[config.mk]
export PLATFORM = sky130hd
export DESIGN_NAME = codec_rate_seq
export DESIGN_NICKNAME = d
export VERILOG_FILES = /design/src/rtl/codec_seq_pkg.sv /design/src/rtl/codec_seq_dp.sv /design/src/rtl/codec_seq_ctrl.sv /design/src/rtl/codec_rate_seq.sv
export SDC_FILE = /design/constraint.sdc
export NUM_CORES = 1
export LEC_CHECK = 0
export ABC_AREA = 1
export BUFFER_PORTS_ARGS = -buffer_cell sky130_fd_sc_hd__buf_2
export CORE_AREA = 2 2 57 59
export CTS_CLUSTER_DIAMETER = 120
export CTS_CLUSTER_SIZE = 24
export DETAILED_ROUTE_END_ITERATION = 16
export DIE_AREA = 0 0 59 61
export PLACE_DENSITY = 0.76
export SLEW_MARGIN = 5
export SYNTH_ARGS = -nofsm -noshare
export SYNTH_HDL_FRONTEND = slang
export SYNTH_SLANG_ARGS = --single-unit
[constraint.sdc]
create_clock -name clk -period 3 [get_ports clk]
set_input_delay 0.45 -clock clk [delete_from_list [all_inputs] [get_ports clk]]
set_output_delay 0.45 -clock clk [all_outputs]
set_load 0.02 [all_outputs]
[src/rtl/codec_seq_pkg.sv]
package codec_seq_pkg;

  localparam int unsigned RATE_W  = 3;
  localparam int unsigned SPEED_W = 2;
  localparam int unsigned NUM_RATES = 6;

  typedef enum logic [RATE_W-1:0] {
    RATE_44K1  = 3'd0,
    RATE_48K   = 3'd1,
    RATE_88K2  = 3'd2,
    RATE_96K   = 3'd3,
    RATE_176K4 = 3'd4,
    RATE_192K  = 3'd5
  } rate_e;

  typedef enum logic [SPEED_W-1:0] {
    SPD_SINGLE = 2'd0,
    SPD_DOUBLE = 2'd1,
    SPD_QUAD   = 2'd2
  } speed_e;

  typedef enum logic [2:0] {
    ST_IDLE,
    ST_APPLY,
    ST_HOLD,
    ST_FINISH,
    ST_NOTIFY
  } seq_state_e;

  // strobes from control to datapath
  typedef struct packed {
    logic latchCode;
    logic assertRst;
    logic applySel;
    logic countEn;
    logic releaseRst;
  } seq_ctrl_t;

  function automatic logic rateValid(input logic [RATE_W-1:0] code);
    return code < RATE_W'(NUM_RATES);
  endfunction

  // bit 0 of the code selects the 24.576 MHz family
  function automatic logic rateFamily(input logic [RATE_W-1:0] code);
    return code[0];
  endfunction

  function automatic speed_e rateSpeed(input logic [RATE_W-1:0] code);
    speed_e spd;
    case (code[RATE_W-1:1])
      2'd0:    spd = SPD_SINGLE;
      2'd1:    spd = SPD_DOUBLE;
      default: spd = SPD_QUAD;
    endcase
    return spd;
  endfunction

endpackage

[src/rtl/codec_seq_dp.sv]
module codec_seq_dp
  import codec_seq_pkg::*;
#(
  parameter int unsigned HOLD_CYC = 100000,
  localparam int unsigned CNT_W = $clog2(HOLD_CYC + 1)
) (
  input  logic                clk,
  input  logic                rstN,
  input  logic [RATE_W-1:0]   rateCode,
  input  seq_ctrl_t           ctrl,
  output logic                holdDone,
  output logic                codecRstN,
  output logic                mclkSel,
  output logic [SPEED_W-1:0]  speedMode
);

  logic [RATE_W-1:0] pendCode;
  logic [CNT_W-1:0]  holdCnt;

  assign holdDone = (holdCnt == CNT_W'(HOLD_CYC - 1));

  always_ff @(posedge clk or negedge rstN) begin
    if (!rstN) begin
      pendCode <= RATE_48K;
    end else if (ctrl.latchCode) begin
      pendCode <= rateCode;
    end
  end

  always_ff @(posedge clk or negedge rstN) begin
    if (!rstN) begin
      codecRstN <= 1'b0;
    end else if (ctrl.assertRst) begin
      codecRstN <= 1'b0;
    end else if (ctrl.releaseRst) begin
      codecRstN <= 1'b1;
    end
  end

  always_ff @(posedge clk or negedge rstN) begin
    if (!rstN) begin
      mclkSel   <= rateFamily(RATE_48K);
      speedMode <= SPD_SINGLE;
    end else if (ctrl.applySel) begin
      mclkSel   <= rateFamily(pendCode);
      speedMode <= rateSpeed(pendCode);
    end
  end

  always_ff @(posedge clk or negedge rstN) begin
    if (!rstN) begin
      holdCnt <= '0;
    end else if (ctrl.applySel) begin
      holdCnt <= '0;
    end else if (ctrl.countEn && !holdDone) begin
      holdCnt <= holdCnt + 1'b1;
    end
  end

endmodule

[src/rtl/codec_seq_ctrl.sv]
module codec_seq_ctrl
  import codec_seq_pkg::*;
(
  input  logic              clk,
  input  logic              rstN,
  input  logic              startStb,
  input  logic [RATE_W-1:0] rateCode,
  input  logic              holdDone,
  output seq_ctrl_t         ctrl,
  output logic              busy,
  output logic              done,
  output logic              rateErr
);

  seq_state_e state, stateNext;
  logic       errNext;

  always_comb begin
    ctrl      = '0;
    stateNext = state;
    errNext   = 1'b0;
    case (state)
      ST_IDLE: begin
        if (startStb) begin
          if (rateValid(rateCode)) begin
            ctrl.latchCode = 1'b1;
            ctrl.assertRst = 1'b1;
            stateNext      = ST_APPLY;
          end else begin
            errNext = 1'b1;
          end
        end
      end
      ST_APPLY: begin
        ctrl.applySel = 1'b1;
        stateNext     = ST_HOLD;
      end
      ST_HOLD: begin
        ctrl.countEn = 1'b1;
        if (holdDone) begin
          ctrl.releaseRst = 1'b1;
          stateNext       = ST_FINISH;
        end
      end
      ST_FINISH: stateNext = ST_NOTIFY;
      ST_NOTIFY: stateNext = ST_IDLE;
      default:   stateNext = ST_IDLE;
    endcase
  end

  always_ff @(posedge clk or negedge rstN) begin
    if (!rstN) begin
      state   <= ST_APPLY;
      busy    <= 1'b1;
      done    <= 1'b0;
      rateErr <= 1'b0;
    end else begin
      state   <= stateNext;
      busy    <= (stateNext != ST_IDLE);
      done    <= (stateNext == ST_NOTIFY);
      rateErr <= errNext;
    end
  end

endmodule

[src/rtl/codec_rate_seq.sv]
module codec_rate_seq
  import codec_seq_pkg::*;
#(
  parameter int unsigned SYS_CLK_HZ = 100_000_000,
  parameter int unsigned HOLD_DIV   = 1000,
  localparam int unsigned HOLD_RAW  = SYS_CLK_HZ / HOLD_DIV,
  localparam int unsigned HOLD_CYC  = (HOLD_RAW < 1) ? 1 : HOLD_RAW
) (
  input  logic         clk,
  input  logic         rstN,
  input  logic         startStb,
  input  logic [2:0]   rateCode,
  output logic         codecRstN,
  output logic         mclkSel,
  output logic         busy,
  output logic         done,
  output logic [1:0]   speedMode,
  output logic         rateErr
);

  seq_ctrl_t ctrl;
  logic      holdDone;

  codec_seq_ctrl u_ctrl (
    .clk      (clk),
    .rstN     (rstN),
    .startStb (startStb),
    .rateCode (rateCode),
    .holdDone (holdDone),
    .ctrl     (ctrl),
    .busy     (busy),
    .done     (done),
    .rateErr  (rateErr)
  );

  codec_seq_dp #(.HOLD_CYC(HOLD_CYC)) u_dp (
    .clk       (clk),
    .rstN      (rstN),
    .rateCode  (rateCode),
    .ctrl      (ctrl),
    .holdDone  (holdDone),
    .codecRstN (codecRstN),
    .mclkSel   (mclkSel),
    .speedMode (speedMode)
  );

endmodule

# Word-level counts from Yosys, hierarchy flattened
# Index checks and enable logic that the tools add are counted.
# op_classes
add_sub_neg	1
mul	0
div_mod_pow	0
order_cmp	1
eq_ne	6
n_shift	0
n_mux	18
n_bitwise	0
n_reduce_logical	7
# ops
operator	count
$mux 17	2
$add 17x1->17 const B	1
$eq 17x17->1 const B	1
$pmux 3 s4	1
$mux 3	3
$mux 2	4
$mux 1	7
$eq 3x2->1 const B	2
$pmux 2 s2	1
$reduce_bool 2->1	2
$eq 3x1->1 const B	1
$eq 3x3->1 const B	1
$logic_not 3->1	1
$lt 3x3->1 const B	1
$reduce_bool 3->1	1
$eq 2x1->1 const B	1
$logic_not 2->1	1
$logic_and 1x1->1	1
$logic_not 1->1	1
# totals
ff_bits	30
latch_bits	0
ram_bits	0
romBits	0
n_memories	0

# Longest topological paths before layout
# Gate-level depths: netlist of run 1.
# depth
word_depth	6
ltp_mapped	10
mapped_depth_nobuf	10

# By module
# A second synthesis of run 1 with hierarchy kept.
# hier_totals
cells_unflattened	228
area_unflattened_um2	1696.6
# modules_own_cells
mod	n_inst	cells_per_inst	area_per_inst_um2	seq_area_each_um2
codec_seq_dp	1	197	1433.9	603.1
codec_seq_ctrl	1	31	262.8	152.6

# Worst setup path before layout of run 1
# OpenSTA, ideal clock, no wires.
# synth_path
path_kind	reg-to-reg
startpoint	register u_dp.holdCnt[0]
endpoint	register u_dp.holdCnt[9]
setup_time_ps	117
arrival_ps	1368
slack_ps	1515
stages_incl_launch_ff	10
n_path_buf	1
period_less_slack_ps	1485
path_cell_list	dfrtp_1 -> ha_1 -> inv_1 -> nor2_4 -> nand3_2 -> nor2_2 -> nor2_2 -> buf_6 -> nand3b_1 -> nand2_1
# synth_via
elab_chain_cells	4
# synth_lines
element	line_no	rtl
start, declared	codec_seq_dp.sv:18	logic [CNT_W-1:0] holdCnt;
start signal, assigned	codec_seq_dp.sv:56	holdCnt <= holdCnt + 1'b1;
parallel branches: the longest is 4 deep, another holds $add 17x1->17	n/a	
# Parallel ways; which one is timed is not known. The select of a mux whose other input is x is not followed.
# A chain may end at the register's enable or synchronous reset.

# Worst setup path after layout of run 1
# layout_path
startpoint	register u_dp.holdCnt[0]
endpoint	register u_dp.holdCnt[2]
# The elaborated chain is that of the path after synthesis.

==> summary.md, run 1 <==
| Metric | Value |
|---|---|
| R2r setup slk | approximately 1.2 ns |
| Critical path capture point type | register |
| Max-Cap Viols | 0 |
| DP HPWL | 2110 um |
| RSZ-0062 raised after global routing | no |
| Worst r2r dst | u_dp.holdCnt[2]$_DFFE_PN0P_ |
| Initial core utilization | between 50% and 60% |
| Multi-input logic area | 802 sq um |
| Sequential power share | between 60% and 70% |
| Outcome | finished clean |
| Setup_tns | 0 ns |
| Share of the synthesized area in the top cell type | 38.6% |
| Fmax | between 500 and 600 MHz |
| Largest net degree at the start of global routing | 40 |
| Starting DRT DRC Count | 36 |
| Main synth FF type | dfrtp_1 |
| CTS buffer count | 5 |
| First-pass GRT wire length | about 5400 um |
| Antenna cells | 0 |
| DRC violations left | 0 |
| CTS sink cnt | 30 |
| Kind of critical path | register to register |
| CP arrival | 2.07 ns |
| Vias per cell | roughly 5.2 |
| Seq/Total Area, Yosys | 44.9% |
| R2R cell count | 8 |
| Simple-Gate Fraction of Synth Area | 39.5% |
| CP required | 3.26 ns |
| Cts repair resizes | 0 |
| Input/output buffers | 12 |
| Comb pwr share | 1.9% |
| Unique masters post-synth | 26 |
| Max VDD drop | around 270 uV |
| Sw frac | 23.0% |
| Clock Power Share | 34.7% |
| Pint | just under 500 uW |
| DRT Wirelength | 3070 um |
| Cell Area, Synth | around 1700 sq um |
| Sw Pwr | 147 uW |
| Post-DR wirelength/cell | 11.4 um |
| Initial antenna violation count | 0 |
| Synth cell count leaders | nand2_1 (57), nand3_1 (34), nor2_1 (32) |
| Compound-Gate Fraction of Synth Area | between 3 and 4% |
| CTS max path bufs | 2 |
| FF/Latch Area | 756 sq um |
| Setup Fix Bufs, Post-CTS | 0 |
| Fraction of registers with async set/reset | 100% |
| Critical path's top delay family | simple AND/OR/NAND/NOR gates |
| Number of global-route vias before repair | 1248 |
| Critical-path maximum fanout | 17 |
| Post-synthesis xor/xnor area fraction | 3.64% |
| Dominant cell type by area after synthesis | dfrtp_1 |
| Ports | 13 |
| GPL Wtd Cong | 0.857 |
| Power per cell area | 356 nW/um^2 |
| Post-synth EDFFs | 0 |
| Mapped Nets | 229 |
| Remaining Overflow, GRT | 0 |
| Post-layout minimum cycle time | between 1.5 and 2 ns |
| Worst setup SP type | register |
| R2R Path Start | u_dp.holdCnt[0]$_DFFE_PN0P_ |
| CORE AREA | 2950 sq um |
| Post-route ant nets | 0 |
| Most frequent cell after synthesis | nand2_1 |
| Fin nets | 242 |
| CP Cell Sequence | ha_1, inv_1, nor2_4, nand3_2, nor2_2, nor2_2, nand3_1, nand2_1 |
| Clock transition at path regs | 0.10 ns |
| Final period util | about three fifths |
| Share of cells above drive strength 1 | around an eighth |
| Root Driver | clkbuf_4 |
| Inst Count DP | 261 |
| Synth Instances | 222 |
| Final Total Pwr | 638 uW |
| Synth area leaders | dfrtp_1 (39%), nand2_1 (13%), nand3_1 (10%) |
| CP dominant cell by count | nor2_2 |
| Die height | 61 um |
| Largest family of logic cells by synthesized area | simple AND/OR/NAND/NOR gates |
| Tot GR Track Use | 19.8% |
| Synth Register Bits | 30 |
| CTS tree | yes |
| Final Slew Violations | 0 |
| Core Util, Final | about three fifths |
| Latest clock arrival within the worst-skew pair | 0.33 ns |
| Slew HR | 28.4% |
| Rows | 20 |
| Buf+Inv Stages, Crit Path | 1 |
| Fillers | 280 |
| Hold Buf Count CTS | 0 |
| DIE WIDTH | 59 um |
| Critical-path top delay cell | nor2_2 |
| Worst-margin pin slew | 1.07 ns |
| Synth-to-Final Area Change | 6.24% |
| Synth Area in Adders | 0.743% |
| Die ar. | roughly 3600 sq um |
| Ys Warns | 0 |
| P_leak | 0.000886 uW |
| Multiplexer share of the synthesized area | 0% |
| H-tree depth | 2 |
| Fin. Hold Viols | 0 |
| DR pass1 iterations | 4 |
| Finished Layout Cells | 268 |
| Min-delay worst type | primary input to asynchronous set/reset pin |
| Crit path largest cell delay | 0.52 ns |
| Setup violations, final | 0 |
| Syn avg cell area | 7.59 sq um |
| Clock skew | between 0.01 and 0.015 ns |
| Vias | 1403 |
## registers in the layout, indices dropped and copies added (netlist names)
| name | cells |
|---|---|
| u_dp.mclkSel | 1 |
| u_ctrl.rateErr | 1 |
| u_dp.pendCode | 3 |
| u_dp.speedMode | 2 |
| u_ctrl.state | 3 |
| u_ctrl.busy | 1 |
| u_dp.holdCnt | 17 |
| u_dp.codecRstN | 1 |
| u_ctrl.done | 1 |
## worst max path at each step
| stage | end | from | slack, ns | cells after the start |
|---|---|---|---|---|
| after global placement | u_dp.holdCnt[5]$_DFFE_PN0P_ | u_dp.holdCnt[0]$_DFFE_PN0P_ | 1.25 | 8 |
| after CTS | u_dp.holdCnt[2]$_DFFE_PN0P_ | u_dp.holdCnt[0]$_DFFE_PN0P_ | 1.16 | 8 |
| final | u_dp.holdCnt[2]$_DFFE_PN0P_ | u_dp.holdCnt[0]$_DFFE_PN0P_ | 1.19 | 8 |
| after global routing | u_dp.holdCnt[2]$_DFFE_PN0P_ | u_dp.holdCnt[0]$_DFFE_PN0P_ | 0.99 | 8 |
| after floorplan | u_dp.holdCnt[9]$_DFFE_PN0P_ | u_dp.holdCnt[0]$_DFFE_PN0P_ | 1.51 | 9 |
| after detailed placement | u_dp.holdCnt[2]$_DFFE_PN0P_ | u_dp.holdCnt[0]$_DFFE_PN0P_ | 1.18 | 8 |
## layout make-up
type | count | area share (%)
inverter | 22 | 4.62
tap | 33 | 2.31
clock buffer | 5 | 2.10
sequential | 30 | 42.2
clock inverter | 2 | 0.559
timing repair buffer | 12 | 3.36
multi-input combinational | 164 | 44.8
## worst reg2reg max path, cell delays in order (launching register included)
cell	delay (ns)
dfrtp_1	0.43
ha_1	0.26
inv_1	0.10
nor2_4	0.05
nand3_2	0.07
nor2_2	0.05
nor2_2	0.52
nand3_1	0.15
nand2_1	0.12
## per-stage QoR
stage	hold slack (ns)	area [sq um]	setup WS, ns
after floorplan	0.154	1680	1.51
after detailed placement	0.467	1740	1.18
final	0.137	1790	1.19
after global placement	0.468	1740	1.25
after CTS	0.153	1790	1.16
after global routing	0.174	1790	0.994
## cell usage in the layout, fill, tap and decap left out, types with 2 or more instances in the layout
| cell type | n |
|---|---|
| a21oi_1 | 3 |
| buf_2 | 12 |
| clkbuf_4 | 5 |
| clkinv_2 | 2 |
| dfrtp_1 | 26 |
| dfstp_2 | 4 |
| inv_1 | 21 |
| nand2_1 | 57 |
| nand3_1 | 34 |
| nand3b_1 | 7 |
| nand4_1 | 6 |
| nor2_1 | 32 |
| nor2_2 | 2 |
| nor3_1 | 5 |
| o21ai_0 | 2 |
| o21bai_1 | 2 |
| xor2_1 | 7 |
## cells by family (layout without fill, tap and decap cells)
logic type	after synthesis	in the layout
adder cells (fa/ha/maj)	1	1
flip-flops	30	30
AO/OA/AOI/OAI	10	10
AND/OR/NAND/NOR	146	146
XOR/XNOR	7	7
buffers and inverters	28	41
## power groups by stage
stage | logic, uW | clock network (uW) | registers [uW]
2_1_floorplan | 0.810 | 0 | 412
3_3_place_gp | 12.6 | 0 | 412
3_5_place_dp | 12.8 | 0 | 412
4_1_cts | 12.8 | 227 | 404
5_1_grt | 14.2 | 242 | 404
6_report | 12.1 | 221 | 404
## routing by layer
layer	track usage, %	share of wire, %	routed length [um]
met5	0	0	0
met4	6.82	1.2	37
met3	5.76	3.1	96
met2	30.6	44	1350
met1	26.8	52	1580
Note: power is estimated with default switching activity, not from simulation.
==> inputs of run 2 (changes only) <==
--- a/config.mk
+++ b/config.mk
@@ -7,12 +7,12 @@
 export LEC_CHECK = 0
 export ABC_AREA = 1
 export BUFFER_PORTS_ARGS = -buffer_cell sky130_fd_sc_hd__buf_2
-export CORE_AREA = 2 2 57 59
+export CORE_AREA = 2 2 60 62
 export CTS_CLUSTER_DIAMETER = 120
 export CTS_CLUSTER_SIZE = 24
 export DETAILED_ROUTE_END_ITERATION = 16
-export DIE_AREA = 0 0 59 61
-export PLACE_DENSITY = 0.76
+export DIE_AREA = 0 0 62 64
+export PLACE_DENSITY = 0.72
 export SLEW_MARGIN = 5
 export SYNTH_ARGS = -nofsm -noshare
 export SYNTH_HDL_FRONTEND = slang
==> constraint.sdc (replaced) <==
create_clock -name clk -period 1.55 [get_ports clk]
set_input_delay 0.2325 -clock clk [delete_from_list [all_inputs] [get_ports clk]]
set_output_delay 0.2325 -clock clk [all_outputs]
set_load 0.02 [all_outputs]
==> summary.md, run 2 (synthesis gave the netlist of run 1 again) <==
| Metric | Value |
|---|---|
| Outcome | finished clean (unchanged) |
| H-tree depth | 2 (unchanged) |
| Fin nets | 263 (was 242) |
| Worst Hold Slack | 0.108 ns (was 0.137 ns) |
| Most frequent cells in the layout | nand2_1 (55), nand3_1 (34), nor2_1 (31) (was nand2_1 (57), nand3_1 (34), nor2_1 (32)) |
| DRC violations left | 0 (unchanged) |
| Initial antenna violation count | 0 (unchanged) |
| Die ar. | 3970 sq um (was 3600 sq um) |
| Synth-to-Final Area Change | 22.7% (was 6.24%) |
| Post-layout minimum cycle time | 1.46 ns (was 1.81 ns) |
| Crit path largest cell delay | 0.37 ns (was 0.52 ns) |
| Worst setup SP type | register (unchanged) |
| Design Area, Final | 2070 sq um (was 1790 sq um) |
| Max VDD drop | 533 uV (was 270 uV) |
| Critical path's top delay family | simple AND/OR/NAND/NOR gates (unchanged) |
| Starting DRT DRC Count | 64 (was 36) |
| CTS max path bufs | 2 (unchanged) |
| Die height | 64 um (was 61 um) |
| P_leak | 0.00102 uW (was 0.000886 uW) |
| Area after DPL | 1890 sq um (was 1740 sq um) |
| CTS sink cnt | 30 (unchanged) |
| Clock skew | 0.00662 ns (was 0.0123 ns) |
| Post-route ant nets | 0 (unchanged) |
| Min-delay worst type | primary input to register (was primary input to asynchronous set/reset pin) |
| Input/output buffers | 12 (unchanged) |
| Latest clock arrival within the worst-skew pair | 0.34 ns (was 0.33 ns) |
| Critical path capture point type | register (unchanged) |
| DRT Wirelength | 3660 um (was 3070 um) |
| CP arrival | 1.74 ns (was 2.07 ns) |
| CP Cell Sequence | ha_2, inv_1, nor2_4, nand3_2, nor2_4, buf_6, inv_4, nand2_8, nand3_1, nand2_1 (was ha_1, inv_1, nor2_4, nand3_2, nor2_2, nor2_2, nand3_1, nand2_1) |
| Setup violations, final | 0 (unchanged) |
| Initial core utilization | 51.3% (was 57.0%) |
| Buf+Inv Stages, Crit Path | 3 (was 1) |
| Antenna cells | 0 (unchanged) |
| Critical-path top delay cell | dfrtp_1 (was nor2_2) |
| DR pass1 iterations | 4 (unchanged) |
| Worst-margin pin slew | 0.654 ns (was 1.07 ns) |
| Post-DR wirelength/cell | 12.1 um (was 11.4 um) |
| RSZ-0062 raised after global routing | yes (was no) |
| Largest register FFs | 17 (unchanged) |
| Ports | 13 (unchanged) |
| Final Slew Violations | 0 (unchanged) |
| Root Driver | clkbuf_4 (unchanged) |
| Fin. Hold Viols | 0 (unchanged) |
| CORE AREA | 3280 sq um (was 2950 sq um) |
| Setup WS pre-CTS | -0.142 ns (was 1.18 ns) |
| Regs by FF count | u_dp.holdCnt (17), u_ctrl.state (3), u_dp.pendCode (3) (unchanged) |
| Number of global-route vias before repair | 1487 (was 1248) |
| Remaining Overflow, GRT | 0 (unchanged) |
| Critical-path maximum fanout | 8 (was 17) |
| Clock transition at path regs | 0.09 ns (was 0.10 ns) |
| CTS buffer count | 5 (unchanged) |
| Biggest register | u_dp.holdCnt (unchanged) |
| First-pass GRT wire length | 6410 um (was 5390 um) |
| Most common cell after layout, fill and taps aside | nand2_1 (unchanged) |
| Vias per cell | 4.93 (was 5.24) |
| Final period util | 94.2% (was 60.3%) |
| Slew HR | 56.4% (was 28.4%) |
| Share of cells above drive strength 1 | 21.8% (was 12.3%) |
| Fmax | 685 MHz (was 552 MHz) |
| CP required | 1.83 ns (was 3.26 ns) |
| Rows | 21 (was 20) |
| Max-Cap Viols | 0 (unchanged) |
| Tot GR Track Use | 21.4% (was 19.8%) |
| DP HPWL | 2420 um (was 2110 um) |
| CP dominant cell by count | nor2_4 (was nor2_2) |
| GPL Wtd Cong | 0.891 (was 0.857) |
| Largest net degree at the start of global routing | 36 (was 40) |
| Kind of critical path | register to register (unchanged) |
| DIE WIDTH | 62 um (was 59 um) |
| Final worst setup slack | 0.0892 ns (was 1.19 ns) |
| Vias | 1493 (was 1403) |
| CTS tree | yes (unchanged) |
| Power per cell area | 628 nW/um^2 (was 356 nW/um^2) |
[run 2: metrics by stage]
stage	TNS, ns	util, %	power [uW]	cells
after CTS	0	59.8	1320	299
final	0	62.9	1300	303
after floorplan	0	-	799	222
after detailed placement	-1.67	57.6	822	290
after global routing	-0.119	62.9	1360	303
after global placement	-1.09	57.6	823	290
[run 2: worst paths after layout]
| path | start | endpoint | slack [ns] | depth (start not counted) |
|---|---|---|---|---|
| max | u_dp.holdCnt[0]$_DFFE_PN0P_ | u_dp.holdCnt[6]$_DFFE_PN0P_ | 0.09 | 10 |
| min | rateCode[0] | u_dp.pendCode[0]$_DFFE_PN1P_ | 0.11 | 3 |
| max reg2reg | u_dp.holdCnt[0]$_DFFE_PN0P_ | u_dp.holdCnt[6]$_DFFE_PN0P_ | 0.09 | 10 |
| min reg2reg | u_ctrl.state[2]$_DFF_PN0_ | u_ctrl.busy$_DFF_PN1_ | 0.47 | 1 |
| max in group asynchronous | rstN | u_dp.holdCnt[4]$_DFFE_PN0P_ | 0.64 | 2 |
| min in group asynchronous | rstN | u_dp.holdCnt[15]$_DFFE_PN0P_ | 0.45 | 2 |
[run 2: power breakdown]
group	leakage (uW)	internal [uW]	switching [uW]
clock network	0.0000353	219	271
logic	0.000602	6.81	19.0
registers	0.000385	783	0
[run 2: layout make-up]
| type | count | area, sq um |
|---|---|---|
| Fill cell | 286 | 1220 |
| Multi-Input combinational cell | 166 | 866 |
| Sequential cell | 30 | 757 |
| Timing Repair Buffer | 31 | 238 |
| Inverter | 22 | 88.8 |
| Tap cell | 46 | 57.6 |
| Clock buffer | 7 | 55.1 |
| Clock inverter | 1 | 5.00 |
[run 2: what timing repair did]
action,4_1_cts,5_1_grt
resized for setup,1,13
setup endpoints to repair,17,18
setup buffers,0,2
hold buffers,1,0
hold endpoints to repair,26,0
cloned,0,2
pin swaps,0,6
[run 2: layer usage]
metal	GRT usage, %	wire (um)	vias to the layer above
met5	0	0	-
met2	32.3	1640	29
met1	29.1	1780	663
met4	7.71	66	0
met3	5.47	163	8
li1	-	-	793
[run 2: worst min-delay path: cells and delay by family]
| kind | cells | cell delay [ns] |
|---|---|---|
| AO/OA/AOI/OAI | 1 | 0.07 |
| AND/OR/NAND/NOR | 1 | 0.04 |
| buffers and inverters | 1 | 0.07 |
==> inputs of run 3 (changes only) <==
--- a/config.mk
+++ b/config.mk
@@ -6,7 +6,7 @@
 export NUM_CORES = 1
 export LEC_CHECK = 0
 export ABC_AREA = 1
-export BUFFER_PORTS_ARGS = -buffer_cell sky130_fd_sc_hd__buf_2
+export BUFFER_PORTS_ARGS = -buffer_cell sky130_fd_sc_hd__buf_4
 export CORE_AREA = 2 2 60 62
 export CTS_CLUSTER_DIAMETER = 120
 export CTS_CLUSTER_SIZE = 24
==> summary.md, run 3 (synthesis gave the netlist of run 1 again) <==
| Metric | Value |
|---|---|
| Latest clock arrival within the worst-skew pair | 0.35 ns (was 0.34 ns) |
| Setup violations, final | 0 (unchanged) |
| GPL Wtd Cong | 0.832 (was 0.891) |
| Ports | 13 (unchanged) |
| Buf+Inv Stages, Crit Path | 3 (unchanged) |
| Sw Pwr | 325 uW (was 290 uW) |
| CORE AREA | 3280 sq um (unchanged) |
| Clock Power Share | 37.2% (was 37.8%) |
| Final worst setup slack | 0.0871 ns (was 0.0892 ns) |
| Pint | 969 uW (was 1010 uW) |
| Most frequent cells in the layout | nand2_1 (56), nor2_1 (31), buf_4 (26) (was nand2_1 (55), nand3_1 (34), nor2_1 (31)) |
| DRT Wirelength | 3830 um (was 3660 um) |
| Critical-path top delay cell | dfrtp_1 (unchanged) |
| Max-Cap Viols | 0 (unchanged) |
| Tot GR Track Use | 21.2% (was 21.4%) |
| Number of global-route vias before repair | 1458 (was 1487) |
| Final Slew Violations | 0 (unchanged) |
| Critical path capture point type | register (unchanged) |
| Slew HR | 74.2% (was 56.4%) |
| Die ar. | 3970 sq um (unchanged) |
| CP dominant cell by count | nor2_4 (unchanged) |
| Vias | 1567 (was 1493) |
| Share of cells above drive strength 1 | 26.5% (was 21.8%) |
| Outcome | finished clean (unchanged) |
| Starting DRT DRC Count | 92 (was 64) |
| Final period util | 94.4% (was 94.2%) |
| Post-route ant nets | 0 (unchanged) |
| Vias per cell | 5.17 (was 4.93) |
| DR pass1 iterations | 4 (unchanged) |
| Input/output buffers | 12 (unchanged) |
| Root Driver | clkbuf_4 (unchanged) |
| Clock transition at path regs | 0.11 ns (was 0.09 ns) |
| Critical path's top delay family | simple AND/OR/NAND/NOR gates (unchanged) |
| CTS tree | yes (unchanged) |
| Core Util, Final | 66.1% (was 62.9%) |
| Comb pwr share | 2.3% (was 2.0%) |
| Post-DR wirelength/cell | 12.6 um (was 12.1 um) |
| CP Cell Sequence | ha_2, inv_2, nor2_4, nand3_2, nor2_4, buf_6, inv_8, nand2_8, nand3_1, nand2_1 (was ha_2, inv_1, nor2_4, nand3_2, nor2_4, buf_6, inv_4, nand2_8, nand3_1, nand2_1) |
| Worst-margin pin slew | 0.387 ns (was 0.654 ns) |
| CTS sink cnt | 30 (unchanged) |
| P_leak | 0.00103 uW (was 0.00102 uW) |
| Die height | 64 um (unchanged) |
| Fmax | 684 MHz (was 685 MHz) |
| CTS max path bufs | 2 (unchanged) |
| H-tree depth | 2 (unchanged) |
| Largest net degree at the start of global routing | 36 (unchanged) |
| CTS buffer count | 5 (unchanged) |
| Regs by FF count | u_dp.holdCnt (17), u_ctrl.state (3), u_dp.pendCode (3) (unchanged) |
| Most common cell after layout, fill and taps aside | nand2_1 (unchanged) |
| Remaining Overflow, GRT | 0 (unchanged) |
| Min-delay worst type | primary input to register (unchanged) |
| Area after DPL | 1920 sq um (was 1890 sq um) |
| Design Area, Final | 2170 sq um (was 2070 sq um) |
| DP HPWL | 2420 um (about the same) |
| Max VDD drop | 501 uV (was 533 uV) |
| Initial antenna violation count | 0 (unchanged) |
| Sw frac | 25.1% (was 22.3%) |
| Fin nets | 263 (unchanged) |
| Crit path largest cell delay | 0.38 ns (was 0.37 ns) |
| Clock skew | 0.0145 ns (was 0.00662 ns) |
| Post-layout minimum cycle time | 1.46 ns (about the same) |
| Setup WS pre-CTS | -0.126 ns (was -0.142 ns) |
| Sequential power share | 60.5% (was 60.3%) |
| First-pass GRT wire length | 6260 um (was 6410 um) |
| Synth-to-Final Area Change | 29.0% (was 22.7%) |
| Kind of critical path | register to register (unchanged) |
| DRC violations left | 0 (unchanged) |
| Fillers | 277 (was 286) |
| Power per cell area | 596 nW/um^2 (was 628 nW/um^2) |
| Fin. Hold Viols | 0 (unchanged) |
| Largest register FFs | 17 (unchanged) |
| Rows | 21 (unchanged) |
| Worst setup SP type | register (unchanged) |
| CP required | 1.84 ns (was 1.83 ns) |
| Critical-path maximum fanout | 8 (unchanged) |
| Biggest register | u_dp.holdCnt (unchanged) |
| DIE WIDTH | 62 um (unchanged) |
| Antenna cells | 0 (unchanged) |
| Initial core utilization | 51.3% (unchanged) |
| CP arrival | 1.75 ns (was 1.74 ns) |
run 3: cell count changes in the layout (fill, tap and decap cells not counted), moves of 10 or more:
cell and change:
buf_2 -12, buf_4 +12, nand3_1 -10, nand3_2 +10
run 3: per-layer routing:
layer  global-route usage (%)  vias up  routed length [um]
li1                         -      794                   -
met1                     27.9      734                1730
met2                     31.9       29                1840
met3                     6.68       10                 158
met4                     8.24        0                  96
met5                        0        -                   0
run 3: final cells by class:
class                   instances  area (sq um)  share of cell area [%]
multi-input cells             166           927                    42.7
clock buffers                   5          37.5                    1.73
clock inverters                 3          21.3                   0.979
flip-flops and latches         30           758                    34.9
repair buffers                 31           277                    12.7
well taps                      46          57.6                    2.65
inverters                      22          93.8                    4.32
run 3: worst paths after layout:
path	start	to	slack, ns	depth (start not counted)
min	rateCode[0]	u_dp.pendCode[0]$_DFFE_PN1P_	0.1	3
max in group asynchronous	rstN	u_dp.mclkSel$_DFFE_PN1N_	0.88	2
min reg2reg	u_ctrl.state[2]$_DFF_PN0_	u_ctrl.busy$_DFF_PN1_	0.47	1
min in group asynchronous	rstN	u_dp.holdCnt[1]$_DFFE_PN0P_	0.34	2
max	u_dp.holdCnt[1]$_DFFE_PN0P_	u_dp.holdCnt[15]$_DFFE_PN0P_	0.09	10
max reg2reg	u_dp.holdCnt[1]$_DFFE_PN0P_	u_dp.holdCnt[15]$_DFFE_PN0P_	0.09	10
run 3: worst register-to-register path: stages, from the launching register on:
cell     delay [ns]
dfrtp_1        0.38
ha_2           0.19
inv_2          0.04
nor2_4         0.08
nand3_2        0.10
nor2_4         0.18
buf_6          0.15
inv_8          0.06
nand2_8        0.09
nand3_1        0.07
nand2_1        0.07
run 3: metrics by stage:
stage          hold slack [ns]  total power [uW]  setup TNS (ns)  std cells
2_1_floorplan          -0.0631               799               0        222
3_3_place_gp             0.185               826           -1.21        290
3_5_place_dp             0.185               827           -1.67        290
4_1_cts                 0.0916              1310               0        299
5_1_grt                 0.0907              1350         -0.0822        303
6_report                0.0965              1290               0        303
run 3: repair_timing:
item | in CTS | in global routing
buffers inserted | 0 | 2
endpoints found under the setup margin | 17 | 17
hold buffers | 1 | 0
gates resized for setup | 2 | 26
endpoints found under the hold margin | 26 | 0
pin swaps | 0 | 9
cloned | 0 | 2
run 3: power groups by stage:
stage | logic, uW | registers (uW) | clock network [uW]
final | 29.5 | 783 | 482
after global routing | 35.1 | 783 | 535
after CTS | 31.0 | 783 | 501
after detailed placement | 29.1 | 798 | 0
after global placement | 28.6 | 798 | 0
after floorplan | 1.57 | 798 | 0
